<file path="config.mk">
export PLATFORM = sky130hd
export DESIGN_NAME = sdram_cmd_timing_mon
export DESIGN_NICKNAME = d
export VERILOG_FILES = /design/src/rtl/sdram_mon_pkg.sv /design/src/rtl/sdram_bank_timer.sv /design/src/rtl/sdram_refresh_wd.sv /design/src/rtl/sdram_rank_timer.sv /design/src/rtl/sdram_cmd_timing_mon.sv
export SDC_FILE = /design/constraint.sdc
export NUM_CORES = 1
export LEC_CHECK = 0
export BUFFER_PORTS_ARGS = -buffer_cell sky130_fd_sc_hd__buf_4
export CORE_MARGIN = 5
export CORE_UTILIZATION = 30
export CTS_CLUSTER_DIAMETER = 60
export CTS_CLUSTER_SIZE = 10
export DETAILED_ROUTE_END_ITERATION = 8
export PLACE_DENSITY = 0.47
export RECOVER_POWER = 25
export SYNTH_ARGS = -nofsm -noshare
export SYNTH_HDL_FRONTEND = slang
export SYNTH_SLANG_ARGS = --single-unit
export TNS_END_PERCENT = 30
</file>
<file path="constraint.sdc">
create_clock -name clk -period 2.32 [get_ports clk]
set_clock_uncertainty 0.15 [all_clocks]
set_input_delay 0.464 -clock clk [delete_from_list [all_inputs] [get_ports clk]]
set_output_delay 0.464 -clock clk [all_outputs]
set_load 0.01 [all_outputs]
</file>
<file path="src/rtl/sdram_mon_pkg.sv">
package sdram_mon_pkg;

  typedef enum logic [2:0] {
    OP_NOP  = 3'd0,
    OP_ACT  = 3'd1,
    OP_RD   = 3'd2,
    OP_WR   = 3'd3,
    OP_PRE  = 3'd4,
    OP_REF  = 3'd5,
    OP_MRS  = 3'd6,
    OP_IDLE = 3'd7
  } cmd_op_e;

  // lower value = higher priority
  typedef enum logic [3:0] {
    RULE_NONE    = 4'd0,
    RULE_RFC     = 4'd1,
    RULE_MRD     = 4'd2,
    RULE_RP      = 4'd3,
    RULE_RC      = 4'd4,
    RULE_RRD     = 4'd5,
    RULE_RCD     = 4'd6,
    RULE_RAS_MIN = 4'd7,
    RULE_WR      = 4'd8,
    RULE_RAS_MAX = 4'd9,
    RULE_REFI    = 4'd10
  } rule_e;

  // round a picosecond limit up to whole clock cycles
  function automatic int unsigned ps_to_cyc(input int unsigned t_ps, input int unsigned clk_ps);
    return (t_ps + clk_ps - 1) / clk_ps;
  endfunction

endpackage

</file>
<file path="src/rtl/sdram_bank_timer.sv">
module sdram_bank_timer
  import sdram_mon_pkg::*;
#(
  parameter int unsigned CW      = 14,
  parameter int unsigned RCD     = 2,
  parameter int unsigned RP      = 2,
  parameter int unsigned RAS_MIN = 4,
  parameter int unsigned RAS_MAX = 10000,
  parameter int unsigned RC      = 6,
  parameter int unsigned WR      = 2
) (
  input  logic    clk,
  input  logic    rst_n,
  input  logic    hit,
  input  cmd_op_e op,
  output logic    rcd_bad,
  output logic    rp_bad,
  output logic    ras_min_bad,
  output logic    rc_bad,
  output logic    wr_bad,
  output logic    ras_expire
);

  localparam logic [CW-1:0] ONE       = CW'(1);
  localparam logic [CW-1:0] RCD_L     = CW'(RCD);
  localparam logic [CW-1:0] RP_L      = CW'(RP);
  localparam logic [CW-1:0] RASMIN_L  = CW'(RAS_MIN);
  localparam logic [CW-1:0] RASMAX_L  = CW'(RAS_MAX);
  localparam logic [CW-1:0] RC_L      = CW'(RC);
  localparam logic [CW-1:0] WR_L      = CW'(WR);
  localparam logic [CW-1:0] ACT_SAT   = CW'(RAS_MAX + 1);

  logic [CW-1:0] since_act, since_pre, since_wr;
  logic          row_open;

  logic is_act, is_pre, is_wr, is_col;
  assign is_act = hit && (op == OP_ACT);
  assign is_pre = hit && (op == OP_PRE);
  assign is_wr  = hit && (op == OP_WR);
  assign is_col = hit && ((op == OP_RD) || (op == OP_WR));

  // counters start saturated: every rule satisfied after reset
  always_ff @(posedge clk or negedge rst_n) begin
    if (!rst_n) begin
      since_act <= ACT_SAT;
      since_pre <= RP_L;
      since_wr  <= WR_L;
      row_open  <= 1'b0;
    end else begin
      if (is_act)                    since_act <= ONE;
      else if (since_act < ACT_SAT)  since_act <= since_act + ONE;

      if (is_pre)                    since_pre <= ONE;
      else if (since_pre < RP_L)     since_pre <= since_pre + ONE;

      if (is_wr)                     since_wr <= ONE;
      else if (since_wr < WR_L)      since_wr <= since_wr + ONE;

      if (is_act)      row_open <= 1'b1;
      else if (is_pre) row_open <= 1'b0;
    end
  end

  assign rcd_bad     = is_col && (since_act < RCD_L);
  assign rp_bad      = is_act && (since_pre < RP_L);
  assign rc_bad      = is_act && (since_act < RC_L);
  assign ras_min_bad = is_pre && row_open && (since_act < RASMIN_L);
  assign wr_bad      = is_pre && (since_wr < WR_L);
  assign ras_expire  = row_open && (since_act == RASMAX_L) && !is_pre;

endmodule

</file>
<file path="src/rtl/sdram_refresh_wd.sv">
module sdram_refresh_wd #(
  parameter int unsigned RFC  = 7,
  parameter int unsigned REFI = 780
) (
  input  logic clk,
  input  logic rst_n,
  input  logic any_cmd,
  input  logic ref_cmd,
  output logic rfc_bad,
  output logic refi_expire
);

  localparam int unsigned RW = $clog2(RFC + 1) + 1;
  localparam int unsigned IW = $clog2(REFI + 2);
  localparam logic [RW-1:0] RFC_L   = RW'(RFC);
  localparam logic [IW-1:0] REFI_L  = IW'(REFI);
  localparam logic [IW-1:0] REFI_SAT = IW'(REFI + 1);

  logic [RW-1:0] since_ref;
  logic [IW-1:0] win_cnt;

  always_ff @(posedge clk or negedge rst_n) begin
    if (!rst_n) begin
      since_ref <= RFC_L;
      win_cnt   <= '0;
    end else begin
      if (ref_cmd)                 since_ref <= RW'(1);
      else if (since_ref < RFC_L)  since_ref <= since_ref + RW'(1);

      if (ref_cmd)                 win_cnt <= IW'(1);
      else if (win_cnt < REFI_SAT) win_cnt <= win_cnt + IW'(1);
    end
  end

  assign rfc_bad     = any_cmd && (since_ref < RFC_L);
  assign refi_expire = (win_cnt == REFI_L) && !ref_cmd;

endmodule

</file>
<file path="src/rtl/sdram_rank_timer.sv">
module sdram_rank_timer #(
  parameter int unsigned BW  = 2,
  parameter int unsigned RRD = 2,
  parameter int unsigned MRD = 2
) (
  input  logic          clk,
  input  logic          rst_n,
  input  logic          act_cmd,
  input  logic          mrs_cmd,
  input  logic [BW-1:0] bank,
  output logic          rrd_bad,
  output logic          mrd_bad
);

  localparam int unsigned MX = (RRD > MRD) ? RRD : MRD;
  localparam int unsigned CW = $clog2(MX + 1) + 1;
  localparam logic [CW-1:0] RRD_L = CW'(RRD);
  localparam logic [CW-1:0] MRD_L = CW'(MRD);

  logic [CW-1:0] since_any_act, since_mrs;
  logic [BW-1:0] last_bank;

  always_ff @(posedge clk or negedge rst_n) begin
    if (!rst_n) begin
      since_any_act <= RRD_L;
      since_mrs     <= MRD_L;
      last_bank     <= '0;
    end else begin
      if (act_cmd) begin
        since_any_act <= CW'(1);
        last_bank     <= bank;
      end else if (since_any_act < RRD_L) begin
        since_any_act <= since_any_act + CW'(1);
      end
      if (mrs_cmd)                since_mrs <= CW'(1);
      else if (since_mrs < MRD_L) since_mrs <= since_mrs + CW'(1);
    end
  end

  assign rrd_bad = act_cmd && (bank != last_bank) && (since_any_act < RRD_L);
  assign mrd_bad = act_cmd && (since_mrs < MRD_L);

endmodule

</file>
<file path="src/rtl/sdram_cmd_timing_mon.sv">
module sdram_cmd_timing_mon
  import sdram_mon_pkg::*;
#(
  parameter int unsigned NUM_BANKS    = 4,
  parameter int unsigned CLK_PS       = 10000,
  parameter int unsigned T_RCD_PS     = 15000,
  parameter int unsigned T_RP_PS      = 15000,
  parameter int unsigned T_RAS_MIN_PS = 37000,
  parameter int unsigned T_RAS_MAX_PS = 100000000,
  parameter int unsigned T_RC_PS      = 60000,
  parameter int unsigned T_RFC_PS     = 63000,
  parameter int unsigned T_RRD_PS     = 14000,
  parameter int unsigned T_WR_PS      = 14000,
  parameter int unsigned T_REFI_PS    = 7800000,
  parameter int unsigned MRD_CYC      = 2,
  localparam int unsigned BW = (NUM_BANKS > 1) ? $clog2(NUM_BANKS) : 1
) (
  input  logic          clk,
  input  logic          rst_n,
  input  logic          cmd_valid,
  output logic          cmd_ready,
  input  logic [2:0]    cmd_op,
  input  logic [BW-1:0] cmd_bank,
  output logic          viol_valid,
  output logic [3:0]    viol_code,
  output logic [BW-1:0] viol_bank
);

  localparam int unsigned RCD_CYC     = ps_to_cyc(T_RCD_PS, CLK_PS);
  localparam int unsigned RP_CYC      = ps_to_cyc(T_RP_PS, CLK_PS);
  localparam int unsigned RAS_MIN_CYC = ps_to_cyc(T_RAS_MIN_PS, CLK_PS);
  localparam int unsigned RAS_MAX_CYC = ps_to_cyc(T_RAS_MAX_PS, CLK_PS);
  localparam int unsigned RC_CYC      = ps_to_cyc(T_RC_PS, CLK_PS);
  localparam int unsigned RFC_CYC     = ps_to_cyc(T_RFC_PS, CLK_PS);
  localparam int unsigned RRD_CYC     = ps_to_cyc(T_RRD_PS, CLK_PS);
  localparam int unsigned WR_CYC      = ps_to_cyc(T_WR_PS, CLK_PS);
  localparam int unsigned REFI_CYC    = ps_to_cyc(T_REFI_PS, CLK_PS);
  localparam int unsigned BANK_CW     = $clog2(RAS_MAX_CYC + 2);

  cmd_op_e op;
  logic    fire, real_cmd;

  assign cmd_ready = 1'b1;
  assign op        = cmd_op_e'(cmd_op);
  assign fire      = cmd_valid && cmd_ready;
  assign real_cmd  = fire && (op inside {OP_ACT, OP_RD, OP_WR, OP_PRE, OP_REF, OP_MRS});

  logic [NUM_BANKS-1:0] hit_v, rcd_v, rp_v, ras_min_v, rc_v, wr_v, ras_exp_v;

  for (genvar b = 0; b < NUM_BANKS; b++) begin : g_bank
    assign hit_v[b] = real_cmd && (cmd_bank == BW'(b));
    sdram_bank_timer #(
      .CW(BANK_CW), .RCD(RCD_CYC), .RP(RP_CYC), .RAS_MIN(RAS_MIN_CYC),
      .RAS_MAX(RAS_MAX_CYC), .RC(RC_CYC), .WR(WR_CYC)
    ) u_bank (
      .clk(clk), .rst_n(rst_n), .hit(hit_v[b]), .op(op),
      .rcd_bad(rcd_v[b]), .rp_bad(rp_v[b]), .ras_min_bad(ras_min_v[b]),
      .rc_bad(rc_v[b]), .wr_bad(wr_v[b]), .ras_expire(ras_exp_v[b])
    );
  end

  logic rfc_bad, refi_expire, rrd_bad, mrd_bad;

  sdram_refresh_wd #(.RFC(RFC_CYC), .REFI(REFI_CYC)) u_refresh (
    .clk(clk), .rst_n(rst_n), .any_cmd(real_cmd),
    .ref_cmd(real_cmd && (op == OP_REF)),
    .rfc_bad(rfc_bad), .refi_expire(refi_expire)
  );

  sdram_rank_timer #(.BW(BW), .RRD(RRD_CYC), .MRD(MRD_CYC)) u_rank (
    .clk(clk), .rst_n(rst_n),
    .act_cmd(real_cmd && (op == OP_ACT)),
    .mrs_cmd(real_cmd && (op == OP_MRS)),
    .bank(cmd_bank), .rrd_bad(rrd_bad), .mrd_bad(mrd_bad)
  );

  // lowest bank whose row-open limit expires this cycle
  logic [BW-1:0] exp_bank;
  always_comb begin
    exp_bank = '0;
    for (int i = NUM_BANKS - 1; i >= 0; i--) begin
      if (ras_exp_v[i]) exp_bank = BW'(i);
    end
  end

  rule_e         nxt_code;
  logic [BW-1:0] nxt_bank;

  always_comb begin
    nxt_code = RULE_NONE;
    nxt_bank = cmd_bank;
    if      (rfc_bad)      nxt_code = RULE_RFC;
    else if (mrd_bad)      nxt_code = RULE_MRD;
    else if (|rp_v)        nxt_code = RULE_RP;
    else if (|rc_v)        nxt_code = RULE_RC;
    else if (rrd_bad)      nxt_code = RULE_RRD;
    else if (|rcd_v)       nxt_code = RULE_RCD;
    else if (|ras_min_v)   nxt_code = RULE_RAS_MIN;
    else if (|wr_v)        nxt_code = RULE_WR;
    else if (|ras_exp_v) begin
      nxt_code = RULE_RAS_MAX;
      nxt_bank = exp_bank;
    end else if (refi_expire) begin
      nxt_code = RULE_REFI;
      nxt_bank = '0;
    end
  end

  always_ff @(posedge clk or negedge rst_n) begin
    if (!rst_n) begin
      viol_valid <= 1'b0;
      viol_code  <= '0;
      viol_bank  <= '0;
    end else begin
      viol_valid <= (nxt_code != RULE_NONE);
      viol_code  <= nxt_code;
      viol_bank  <= (nxt_code != RULE_NONE) ? nxt_bank : '0;
    end
  end

endmodule

</file>
* After elaboration in Yosys (flattened, before gate mapping) *
Index checks and enable logic that the tools add are counted.

cells by class
  $add $sub $neg = 16
  order comparisons = 28
  eq/ne operators = 15
  multiplexer cells = 65
  reductions and logical operators = 96

operators by type and width
  cell                                                                    number
  14-bit 2-to-1 mux                                                       24
  14-bit by 1-bit adder with 14-bit output (second input constant)        12
  14-bit by 2-bit < comparator with 1-bit output (second input constant)  12
  14-bit by 3-bit < comparator with 1-bit output (second input constant)  8
  1-bit logical AND                                                       61
  14-bit equality test (second input constant)                            4
  14-bit < comparator (second input constant)                             4
  4-bit 2-to-1 mux                                                        12
  2-bit nonzero test                                                      20
  2-bit 2-to-1 mux                                                        15
  4-bit OR reduction                                                      6
  10-bit 2-to-1 mux                                                       2
  3-bit 2-to-1 mux                                                        4
  10-bit by 1-bit adder with 10-bit output (second input constant)        1
  10-bit equality test (second input constant)                            1
  10-bit < comparator (second input constant)                             1
  3-bit equality test (second input constant)                             3
  1-bit 2-to-1 mux                                                        8
  3-bit by 1-bit adder with 3-bit output (second input constant)          2
  3-bit by 2-bit equality test with 1-bit output (second input constant)  2
  3-bit by 2-bit < comparator with 1-bit output (second input constant)   2
  6-bit nonzero test                                                      1
  1-bit logical NOT                                                       5
  4-bit by 1-bit adder with 4-bit output (second input constant)          1
  8 further kinds                                                         9

word-level totals
  flip-flop bits (word level) = 201
  bits of input ports = 8
  output and inout bits = 8
  logic and storage cells = 244

* Logic depth before layout (Yosys ltp) *
  depth after elaboration = 21
  gate-level depth with buffers = 11

* By module *
From an unflattened synthesis, not the netlist that was laid out.

unflattened totals
  cells, all modules = 945
  area total of the unflattened synthesis = 9781.9 um^2

by module, submodules not included
  module                instances  cells an instance  area an instance (um^2)  sequential area each (um^2)
  sdram_bank_timer      4          194                2020.7                   1086.0
  sdram_refresh_wd      1          75                 755.7                    354.1
  sdram_cmd_timing_mon  1          61                 559.3                    175.2
  sdram_rank_timer      1          33                 384.1                    202.7

* Least setup slack after synthesis *
Ideal clock, no wire load.

  path type = input -> register
  from = in cmd_op[1]
  to = reg viol_bank[0]
  library setup time = 0.065 ns
  data arrival time = 2.353 ns
  required time = 2.105 ns
  path slack = -0.248 ns
  stages on the path = 9
  path through = buf_6 -> or3_4 -> nand3_2 -> nor4b_2 -> o41ai_4 -> nand3_2 -> or3_4 -> a211oi_2 -> o21a_1

between the ends
  longest elaborated chain between the ends = 21
  elaborated cells between the ends (all ways) = 97

RTL lines
  what                                                                    RTL line                                                                        RTL
  start: declaration                                                      sdram_cmd_timing_mon.sv:22                                                      input logic [2:0] cmd_op,
  3-bit by 1-bit equality test with 1-bit output (tied with other cells)  sdram_bank_timer.sv:37, sdram_cmd_timing_mon.sv:46, sdram_cmd_timing_mon.sv:72
  6-bit nonzero test                                                      sdram_cmd_timing_mon.sv:46                                                      assign real_cmd = fire && (op inside {OP_ACT, OP_RD, OP_WR, OP_PRE, OP_REF, OP_MRS});
  1-bit logical AND                                                       sdram_cmd_timing_mon.sv:46
  1-bit logical AND                                                       sdram_cmd_timing_mon.sv:51                                                      assign hit_v[b] = real_cmd && (cmd_bank == BW'(b));
  1-bit logical AND                                                       sdram_bank_timer.sv:38                                                          assign is_pre = hit && (op == OP_PRE);
  1-bit logical NOT                                                       sdram_bank_timer.sv:69                                                          assign ras_expire = row_open && (since_act == RASMAX_L) && !is_pre;
  1-bit logical AND                                                       sdram_bank_timer.sv:69
  2-bit 2-to-1 mux (4 in a row)                                           sdram_cmd_timing_mon.sv:82                                                      if (ras_exp_v[i]) exp_bank = BW'(i);
  [2 not listed]                                                          n/a
  2-bit 2-to-1 mux                                                        sdram_cmd_timing_mon.sv:98                                                      else if (|ras_min_v) nxt_code = RULE_RAS_MIN;
  2-bit 2-to-1 mux                                                        sdram_cmd_timing_mon.sv:97                                                      else if (|rcd_v) nxt_code = RULE_RCD;
  2-bit 2-to-1 mux                                                        sdram_cmd_timing_mon.sv:96                                                      else if (rrd_bad) nxt_code = RULE_RRD;
  2-bit 2-to-1 mux                                                        sdram_cmd_timing_mon.sv:95                                                      else if (|rc_v) nxt_code = RULE_RC;
  2-bit 2-to-1 mux                                                        sdram_cmd_timing_mon.sv:94                                                      else if (|rp_v) nxt_code = RULE_RP;
  2-bit 2-to-1 mux                                                        sdram_cmd_timing_mon.sv:93                                                      else if (mrd_bad) nxt_code = RULE_MRD;
  2-bit 2-to-1 mux                                                        sdram_cmd_timing_mon.sv:92                                                      if (rfc_bad) nxt_code = RULE_RFC;
  2-bit 2-to-1 mux *                                                      sdram_cmd_timing_mon.sv:117                                                     viol_bank <= (nxt_code != RULE_NONE) ? nxt_bank : '0;
  end signal: assignment                                                  sdram_cmd_timing_mon.sv:117
  end: declaration                                                        sdram_cmd_timing_mon.sv:26                                                      output logic [BW-1:0] viol_bank

Every way passes the cells marked *; elsewhere a longest branch is shown, timed or not.
A chain may end at the register's enable or synchronous reset.

* Worst setup path in the final report *
  from = reg g_bank[0].u_bank.since_act[0]
  to = reg viol_bank[1]

between the ends
  longest elaborated chain between the ends = 15
  elaborated cells between the ends (all ways) = 34

RTL lines
  what                                                                                                     RTL line                     RTL
  start: declaration                                                                                       sdram_bank_timer.sv:33       logic [CW-1:0] since_act, since_pre, since_wr;
  start signal: assignment                                                                                 sdram_bank_timer.sv:51       else if (since_act < ACT_SAT) since_act <= since_act + ONE;
  parallel branches: the longest is 14 deep, another holds 14-bit by 3-bit < comparator with 1-bit output  n/a
  2-bit 2-to-1 mux *                                                                                       sdram_cmd_timing_mon.sv:117

Every way passes the cells marked *.

==> results.py <==
metrics = {
    "route": {
        "detail_route.first_pass.iterations": 4,
        "drt-total-wl_um": 21600,
        "vias_per_cell": 4.56,
        "routed_length_per_instance_um": 14.0,
        "dr.first_iter.drc_count": 336,
        "wirelength_met1_um": 11000,
        "wl_met3_um": 743,
        "route.antenna.remaining_nets": 0,
        "sum_of_met2_wire_segment_lengths_after_detailed_routing_um": 9370,
        "drt_drc_violations_left": 0,
        "top_signal_layer_used": "met4",
        "routed-via-count": 7002,
    },
    "clocking": {
        "tritoncts.num_buffers": 27,
        "clockBufferDepth": 3,
        "clock_tree.htree_level_count": 1,
        "worstSkewPairLatency_ns": 0.52,
        "tritoncts": "done",
        "clock-root-buffer": "sky130_fd_sc_hd__clkbuf_16",
        "tritoncts_num_sinks": 201,
        "path_clk_slew_ns": 0.06,
    },
    "global_route": {
        "grt_first_pass_wirelength_um": 36700,
        "global_route.overflow_total": 0,
        "grt_use_total": 0.128,
        "grt_start_max_net_pins": 49,
        "first_global_vias": 7278,
        "antenna_violations_before_repair": 0,
    },
    "timing": {
        "setup-violations-final": 5,
        "timing.final.crit_share": 1.09,
        "final.setup.worst_slack_ns": -0.214,
        "hold_ws_ns": 0.159,
        "fin_crit_ns": 2.53,
        "final_max_slew_viol_count": 0,
        "grt_setup_unrepaired": "true",
        "max_frequency_ghz": 0.395,
        "finalHoldViolCount": 0,
        "tightestPinTransition_ns": 1.39,
        "worst_slew_margin_rel": 0.0747,
    },
    "worst_setup_path": {
        "worstPathArrival_ns": 2.78,
        "rr_endpoint": "viol_bank[1]$_DFF_PN0_",
        "worstRegToRegCells": 10,
        "required_ns": 2.57,
        "regToRegStartpoint": "g_bank[0].u_bank.since_act[0]$_DFFE_PN1P_",
        "reg2reg_slack_ns": -0.21,
        "ws_path_type": "flip-flop to flip-flop",
        "crit_fanout": 3,
        "worstSetupStartpointType": "flip-flop",
        "crit_path_end_kind": "flip-flop",
    },
    "cells_and_area": {
        "final_nets": 1154,
        "final-seq-area_um2": 5080,
        "flow.area_growth_from_synthesis_pct": 33.5,
        "final_layout_size_suffix_gt1_frac": 0.309,
        "finalNonFillerCells": 1536,
        "fillCellCount": 3030,
        "antenna_cells": 0,
        "multi_input_comb_area_um2": 4350,
    },
    "yosys": {
        "synthTopCellsByArea": "sky130_fd_sc_hd__dfrtp_1 44%, sky130_fd_sc_hd__dfstp_2 10%, sky130_fd_sc_hd__nor2_1 5.5%, sky130_fd_sc_hd__xor2_1 3.6%, sky130_fd_sc_hd__and2_1 3.4%",
        "synth-async-reset-ratio": 1.00,
        "synth.avg_cell_area_um2": 10.3,
        "synth_commonest_cells": "164 x sky130_fd_sc_hd__dfrtp_1, 137 x sky130_fd_sc_hd__nor2_1, 74 x sky130_fd_sc_hd__nand2_1, 51 x sky130_fd_sc_hd__and2_1",
        "syn_area_um2": 9280,
        "syn_nets": 938,
        "ys_ff_latch": 201,
        "library_cells_used_by_synthesis": 59,
        "synth_enable_flop_cells": 0,
        "synthMostInstantiatedCell": "sky130_fd_sc_hd__dfrtp_1",
        "yosys_warnings": 0,
        "ys_seq_area_frac": 0.547,
        "yosys_top_cell_area_share": 0.442,
        "ys_dominant_reg_cell": "sky130_fd_sc_hd__dfrtp_1",
        "leading_area_contributor_after_synthesis": "sky130_fd_sc_hd__dfrtp_1",
        "synthCells": 905,
    },
    "placement": {
        "dp.final_hpwl_um": 15500,
        "dp_cells": 1478,
        "numPortBuffers": 14,
        "place_congestion": 0.861,
    },
    "die": {
        "io_pins": 16,
        "floorplan.rows": 64,
        "core-area_um2": 30600,
        "floorplan.initialDensity": 0.303,
        "dieHeight_um": 186,
        "die_area_um2": 34600,
        "floorplan.die.width_um": 186,
    },
    "hold_path": {
        "min_path_cells": 3,
        "hold_end": "u_rank.last_bank[1]$_DFFE_PN0P_",
        "min_from": "cmd_bank[1]",
        "worstHoldPathType": "input pin to flip-flop",
    },
    "pwr": {
        "power_leakage_uw": 0.00571,
        "power_density_over_the_cells_nw_per_um2": 1090,
        "vdd.ir_drop.worst_uv": 541,
    },
    "run": {
        "reported_max_cap_violation_count": 0,
    },
    "run_status": {
        "status": "complete, but fails checks",
        "violated_checks": "setup timing",
    },
}
## metrics by stage
stage / setup WS [ns] / setup TNS (ns) / util / cell area, um2 / total power (uW)
floorplan: -0.126 / -0.507 / - / 9370 / 7490
global placement: -0.385 / -2.26 / 0.369 / 11300 / 9440
detailed placement: -0.395 / -2.27 / 0.369 / 11300 / 9480
CTS: -0.200 / -0.737 / 0.401 / 12300 / 13500
global route: -0.356 / -2.60 / 0.405 / 12400 / 14500
finish: -0.214 / -0.800 / 0.405 / 12400 / 13500
## final cells by class
type                    count  area share
clock inverters             7     0.00575
inverters                  22     0.00666
repair buffers            211       0.128
clock buffers              41      0.0596
multi-input cells         658       0.351
well taps                 396      0.0400
flip-flops and latches    201       0.410
## how the worst max path moves through the flow
| stage | startpoint | to | slack (ns) | cells after the start |
|---|---|---|---|---|
| final | g_bank[0].u_bank.since_act[0]$_DFFE_PN1P_ | viol_bank[1]$_DFF_PN0_ | -0.21 | 10 |
| after CTS | g_bank[3].u_bank.since_act[3]$_DFFE_PN0P_ | viol_bank[1]$_DFF_PN0_ | -0.20 | 8 |
| after floorplan | cmd_op[0] | viol_bank[0]$_DFF_PN0_ | -0.13 | 9 |
| after global routing | g_bank[3].u_bank.since_act[2]$_DFFE_PN0P_ | viol_bank[1]$_DFF_PN0_ | -0.36 | 8 |
| after global placement | cmd_bank[1] | viol_bank[1]$_DFF_PN0_ | -0.39 | 9 |
| after detailed placement | cmd_op[2] | viol_bank[1]$_DFF_PN0_ | -0.39 | 10 |
## flip-flops by register name, summed over array words and instances (netlist names)
signal and count:
u_rank.since_any_act 3, u_refresh.win_cnt 10, viol_bank 2, g_bank.u_bank.since_pre 56
viol_valid 1, g_bank.u_bank.row_open 4, g_bank.u_bank.since_wr 56, u_refresh.since_ref 4
u_rank.last_bank 2, g_bank.u_bank.since_act 56, u_rank.since_mrs 3, viol_code 4
## cells in the final DEF (no fill, tap or decap), drive strengths merged, types with 9 or more instances in the layout
cell    count
a21oi      38
xor2       38
ha         25
buf       198
nor4       22
dfrtp     164
nor2      137
nand2      75
nor3       30
and4        9
and3       16
inv        23
dfstp      37
o21ai      16
and2       51
nor2b      33
clkbuf     53
nand4      24
nand3      39
xnor2      30
## worst max-delay path, cell delays in order, from the launching register on
cell and delay, ns:
sky130_fd_sc_hd__dfstp_2 0.53, sky130_fd_sc_hd__inv_1 0.06, sky130_fd_sc_hd__ha_1 0.20, sky130_fd_sc_hd__and3_1 0.17
sky130_fd_sc_hd__nand4_1 0.15, sky130_fd_sc_hd__o22ai_2 0.11, sky130_fd_sc_hd__and3b_2 0.29, sky130_fd_sc_hd__o211ai_1 0.12
sky130_fd_sc_hd__a31oi_2 0.27, sky130_fd_sc_hd__o2111ai_2 0.18, sky130_fd_sc_hd__a21boi_2 0.18
## per-layer routing
| layer | GRT usage | vias up |
|---|---|---|
| met5 | 0 | - |
| met4 | 0.0318 | 0 |
| met3 | 0.0242 | 34 |
| met2 | 0.198 | 69 |
| met1 | 0.187 | 3365 |
| li1 | - | 3534 |
## report_power, final
part	internal [uW]	switching, uW
logic	2300	2190
clock network	2290	1470
registers	4590	636
total	9180	4300
## logic make-up after synthesis
logic type      share of synthesized area
flops                               0.547
xor+xnor                           0.0642
buf+inv                            0.0229
compound gates                     0.0621
simple gates                        0.269
other cells                      0.000404
mux                               0.00108
fa+ha+maj                          0.0337
## timing repair
item / CTS / global route
endpoints found under the setup margin: 18 / 46
gates resized for setup: 27 / 40
hold buffers: 1 / 0
setup buffers: 6 / 3
endpoints found under the hold margin: 31 / 0
pin swaps: 16 / 27
cloned: 0 / 0
No activity file was read; power rests on OpenSTA's default activity.
